File: config.mk
export PLATFORM = sky130hd
export DESIGN_NAME = xition_stamper
export DESIGN_NICKNAME = d
export VERILOG_FILES = /design/src/rtl/stamp_pkg.sv /design/src/rtl/stamp_counter.sv /design/src/rtl/edge_sense.sv /design/src/rtl/rec_fifo.sv /design/src/rtl/xition_stamper.sv
export SDC_FILE = /design/constraint.sdc
export NUM_CORES = 1
export LEC_CHECK = 0
export CAP_MARGIN = 30
export CORE_MARGIN = 1.5
export CORE_UTILIZATION = 50
export DETAILED_ROUTE_END_ITERATION = 10
export GPL_ROUTABILITY_DRIVEN = 0
export PLACE_DENSITY = 0.69
export SKIP_LAST_GASP = 1
export SYNTH_ARGS = -nofsm -noshare
export SYNTH_HDL_FRONTEND = slang
export SYNTH_HIERARCHICAL = 1
export SYNTH_SLANG_ARGS = --single-unit
File: constraint.sdc
create_clock -name clk -period 6.2 [get_ports clk]
set_input_delay 1.24 -clock clk [delete_from_list [all_inputs] [get_ports clk]]
set_output_delay 1.24 -clock clk [all_outputs]
set_load 0.02 [all_outputs]
File: src/rtl/stamp_pkg.sv
package stamp_pkg;
  typedef enum logic {
    REC_EDGE = 1'b0,
    REC_WRAP = 1'b1
  } rec_kind_t;
endpackage

File: src/rtl/stamp_counter.sv
module stamp_counter #(
  parameter int TW = 40
) (
  input  logic          clk,
  input  logic          rst_n,
  output logic [TW-1:0] time_now,
  output logic          wrap_now
);
  localparam logic [TW-1:0] TOP_VAL = '1;

  function automatic logic [TW-1:0] tick(input logic [TW-1:0] v);
    return v + TW'(1);
  endfunction

  always_ff @(posedge clk or negedge rst_n) begin
    if (!rst_n) time_now <= '0;
    else        time_now <= tick(time_now);
  end

  assign wrap_now = (time_now == TOP_VAL);
endmodule

File: src/rtl/edge_sense.sv
module edge_sense #(
  parameter int NSIG = 4
) (
  input  logic            clk,
  input  logic            rst_n,
  input  logic [NSIG-1:0] lvl_in,
  output logic [NSIG-1:0] chg_mask
);
  logic [NSIG-1:0] last_lvl;

  for (genvar i = 0; i < NSIG; i++) begin : g_bit
    always_ff @(posedge clk or negedge rst_n) begin
      if (!rst_n) last_lvl[i] <= 1'b0;
      else        last_lvl[i] <= lvl_in[i];
    end
    assign chg_mask[i] = lvl_in[i] ^ last_lvl[i];
  end
endmodule

File: src/rtl/rec_fifo.sv
module rec_fifo #(
  parameter int W     = 8,
  parameter int DEPTH = 16
) (
  input  logic         clk,
  input  logic         rst_n,
  input  logic         wr_en,
  input  logic [W-1:0] wr_word,
  output logic         full,
  output logic         rd_valid,
  input  logic         rd_take,
  output logic [W-1:0] rd_word
);
  localparam int AW = (DEPTH > 1) ? $clog2(DEPTH) : 1;
  localparam int CW = $clog2(DEPTH + 1);
  localparam logic [CW-1:0] FULL_CNT = CW'(DEPTH);
  localparam logic [AW-1:0] LAST_IDX = AW'(DEPTH - 1);

  logic [W-1:0]  store [DEPTH];
  logic [AW-1:0] wr_ptr, rd_ptr;
  logic [CW-1:0] fill;
  logic          do_wr, do_rd;

  function automatic logic [AW-1:0] step(input logic [AW-1:0] p);
    return (p == LAST_IDX) ? '0 : p + AW'(1);
  endfunction

  assign full     = (fill == FULL_CNT);
  assign rd_valid = (fill != '0);
  assign do_wr    = wr_en && !full;
  assign do_rd    = rd_valid && rd_take;
  assign rd_word  = store[rd_ptr];

  always_ff @(posedge clk) begin
    if (do_wr) store[wr_ptr] <= wr_word;
  end

  always_ff @(posedge clk or negedge rst_n) begin
    if (!rst_n) begin
      wr_ptr <= '0;
      rd_ptr <= '0;
      fill   <= '0;
    end else begin
      if (do_wr) wr_ptr <= step(wr_ptr);
      if (do_rd) rd_ptr <= step(rd_ptr);
      case ({do_wr, do_rd})
        2'b10:   fill <= fill + CW'(1);
        2'b01:   fill <= fill - CW'(1);
        default: fill <= fill;
      endcase
    end
  end
endmodule

File: src/rtl/xition_stamper.sv
module xition_stamper #(
  parameter int NSIG  = 4,
  parameter int TW    = 40,
  parameter int DEPTH = 16,
  localparam int RW   = 1 + TW + 2 * NSIG
) (
  input  logic            clk,
  input  logic            rst_n,
  input  logic [NSIG-1:0] watch_in,
  output logic            rec_valid,
  input  logic            rec_ready,
  output logic [RW-1:0]   rec_data,
  output logic            rec_lost
);
  import stamp_pkg::*;

  logic [TW-1:0]   time_now;
  logic            wrap_now;
  logic [NSIG-1:0] chg_mask;
  logic            rec_req;
  logic            fifo_full;
  logic            drop_now;
  rec_kind_t       kind;
  logic [RW-1:0]   rec_word;

  function automatic logic [RW-1:0] pack_rec(input rec_kind_t k,
                                             input logic [TW-1:0] t,
                                             input logic [NSIG-1:0] m,
                                             input logic [NSIG-1:0] l);
    return {k, t, m, l};
  endfunction

  stamp_counter #(.TW(TW)) u_cnt (
    .clk(clk), .rst_n(rst_n), .time_now(time_now), .wrap_now(wrap_now)
  );

  edge_sense #(.NSIG(NSIG)) u_sense (
    .clk(clk), .rst_n(rst_n), .lvl_in(watch_in), .chg_mask(chg_mask)
  );

  assign kind     = wrap_now ? REC_WRAP : REC_EDGE;
  assign rec_req  = (|chg_mask) || wrap_now;
  assign rec_word = pack_rec(kind, time_now, chg_mask, watch_in);
  assign drop_now = rec_req && fifo_full;

  rec_fifo #(.W(RW), .DEPTH(DEPTH)) u_fifo (
    .clk(clk), .rst_n(rst_n),
    .wr_en(rec_req), .wr_word(rec_word), .full(fifo_full),
    .rd_valid(rec_valid), .rd_take(rec_ready), .rd_word(rec_data)
  );

  always_ff @(posedge clk or negedge rst_n) begin
    if (!rst_n)        rec_lost <= 1'b0;
    else if (drop_now) rec_lost <= 1'b1;
  end
endmodule

==> flow_summary.toml <==
[logic_synthesis]
syn_area_sq_um = 33600
avgSynthCellArea_sq_um = 20.4
synth_flop_cell = "edfxtp_1"
ys_types = 46
synthArstFlopShare_pct = 6.89
yosysSeqAreaShare_pct = 74.4
yosysWarnings = 6
synth_nets = 1665
synth_seq_cells = 842
synth_cells = 1647
synth_edf_count = 784

[drt]
drcViolationCount = 0
met2_length_um = 36800
routed_wl_um = 74400
drt_first_pass_iters = 5
met1_length_um = 30900
final_antenna_net_count = 0
met3_length_um = 4960
highest_layer = "met4"
route.vias.total = 16520
drt_iter0_markers = 1512
wire_per_inst_um = 27.6
via_per_inst = 6.13

[finish]
final_area_sq_um = 38200
multiInputGateArea_sq_um = 8000
final_layout_size_suffix_gt1_share_pct = 27.8
finalCoreUtilization_pct = 57.8
nFillCells = 4769
nets = 1780
antenna_cells = 0
layout.cells.non_filler = 2697
regArea_sq_um = 25000
area_growth_pct = 13.8

[die]
die_w_um = 262
fp.dieArea_sq_um = 68800
placementRows = 94
ios = 58
die_h_um = 262
initial_utilization_pct = 50.8
coreArea_sq_um = 66100

[clock_tree]
cts.sinks = 842
clkLatencyLatePin_ps = 630
cts_buffers = 85
tritoncts = "yes"
cts.clk_slew.worst_paths_ps = 60
htree_levels = 3
ctsResizeCount = 0
clockBufferDepth = 3
clock-root-buffer = "clkbuf_16"
cts_hold_buffers = 0
postCtsSetupBuffers = 0

[power]
power.leakage_uw = 0.0126
p_per_area_nw_per_um2 = 494
vdd_drop_max_mv = 0.335

[sta]
setup_ws_ps = 1060
finalClockSkew_ps = 26.1
max_freq_ghz = 0.195
fin_setup_tns_ps = 0
rsz0062_at_grt = "false"
hold_viol = 0
period_minus_slack_ps = 5140
period_share_pct = 82.9
slew_headroom_pct = 32.2
setup-violations-final = 0
maxSlewViolCount = 0
tightest_slew_ps = 1010

[setup_path]
worstSetupPathType = "flop to output port"
arrival_ps = 3900
required_ps = 4960
cp_max_fo = 72
end_kind = "output port"
start_kind = "flop"

[min_path]
min_path_type = "flop to flop"

[global_route]
grt_pass1_wl_um = 111000
antenna_found_initial = 0
grt_pass1_vias = 17145
track_usage_pct = 21.8
grt-ovfl-total = 0
grt_max_degree = 73

[place]
placed_area_sq_um = 35500
dp_cells = 2537
dp_slack_ps = 711
dp_hpwl_um = 39000
io_buffers = 57

[run]
drv_cap = 0

[run_status]
status = "complete, no violations"
## power by group
group          switching, uW  internal [uW]  total, uW  leakage, uW
combinational           3480           2770       6250      0.00334
sequential               432           7180       7610      0.00793
clock                   2100           2930       5030      0.00136
## cells by family (layout without fill, tap and decap cells)
| group | Yosys count | count (layout) | share of synthesized area, % |
|---|---|---|---|
| XOR/XNOR | 48 | 48 | 1.25 |
| flip-flops | 842 | 842 | 74.4 |
| AND/OR/NAND/NOR | 186 | 186 | 3.20 |
| adder cells (fa/ha/maj) | 11 | 11 | 0.432 |
| buffers and inverters | 148 | 334 | 2.25 |
| AO/OA/AOI/OAI | 165 | 165 | 4.68 |
| multiplexers | 247 | 247 | 13.8 |
## metal layers
layer,global-route usage [%],vias to the layer above
li1,-,6982
met1,30.3,8803
met2,35.8,606
met3,3.38,129
met4,6.76,0
met5,0,-
## placed cells by master (no fill, tap or decap), drive strengths merged, types with 50 or more instances in the layout
cell           synthesis  final
edfxtp               784    784
mux4                 147    147
clkbuf                30    112
mux2                 100    100
inv                   66     69
dfrtp                 58     58
o21ai                 58     58
clkdlybuf4s50          0     56
buf                   52     54
nor2b                 50     50
## synth_stat cells (2+ instances only)
master | instances | area share [%]
o221ai_2 | 49 | 2.2
and3_1 | 2 | 0.037
a21o_1 | 2 | 0.045
or4_1 | 4 | 0.089
buf_1 | 2 | 0.022
a21oi_1 | 4 | 0.060
buf_6 | 20 | 0.67
edfxtp_1 | 784 | 70
nand4_1 | 14 | 0.26
clkbuf_1 | 30 | 0.34
mux4_2 | 147 | 9.9
and2_1 | 2 | 0.037
buf_2 | 25 | 0.37
nor2_1 | 22 | 0.25
nor3_1 | 17 | 0.25
xor2_1 | 22 | 0.57
a221o_1 | 49 | 1.5
buf_4 | 5 | 0.11
o21ai_1 | 49 | 0.73
nor4_2 | 7 | 0.26
or3_1 | 4 | 0.074
nand2_1 | 27 | 0.30
mux2_4 | 54 | 2.4
ha_1 | 10 | 0.37
nand2b_1 | 2 | 0.037
and4_1 | 2 | 0.052
nor2b_1 | 50 | 0.93
inv_1 | 65 | 0.73
mux2_2 | 45 | 1.5
o21ai_0 | 9 | 0.13
dfrtp_1 | 58 | 4.3
nor4_1 | 6 | 0.11
nand3_1 | 21 | 0.31
xnor2_1 | 26 | 0.68
## sequential cells by signal, indices dropped and copies added (netlist names)
name,flops
u_cnt/time_now,40
u_fifo/wr_ptr,4
u_fifo/store,784
u_fifo/rd_ptr,4
u_sense/last_lvl,4
u_fifo/fill,5
rec_lost,1
## per-stage QoR
stage,hold WS (ps),power [uW]
2_1_floorplan,466,11800
5_1_grt,506,19600
3_3_place_gp,476,13900
6_report,494,18900
3_5_place_dp,484,14000
4_1_cts,496,19100
## critical path, cell delays in order (launching register included)
cell and delay, ps:
dfrtp_4 880, buf_12 540, mux4_2 590, inv_1 70, o21ai_1 50, a221o_1 440
clkdlybuf4s50_1 570
## final cells by class
cell class / instances / share of cell area (%)
multi-input cells: 657 / 20.9
flip-flops and latches: 842 / 65.4
repair buffers: 110 / 2.97
clock inverters: 46 / 1.05
inverters: 66 / 0.648
clock buffers: 112 / 6.16
well taps: 864 / 2.83
## path summary, 6_finish.rpt
path | startpoint | depth (start not counted) | slack (ps) | endpoint
setup / recovery | u_fifo/rd_ptr[0] | 6 | 1060 | rec_data[43]
hold / removal | u_fifo/fill[4] | 1 | 490 | u_fifo/fill[4]
hold reg to reg | u_fifo/fill[4] | 1 | 490 | u_fifo/fill[4]
min in group asynchronous | rst_n | 1 | 740 | u_cnt/time_now[35]
setup reg to reg | u_cnt/time_now[3] | 15 | 1090 | u_fifo/fill[4]
max in group asynchronous | rst_n | 1 | 4800 | u_fifo/rd_ptr[3]
Power figures use the tool's default switching activity.
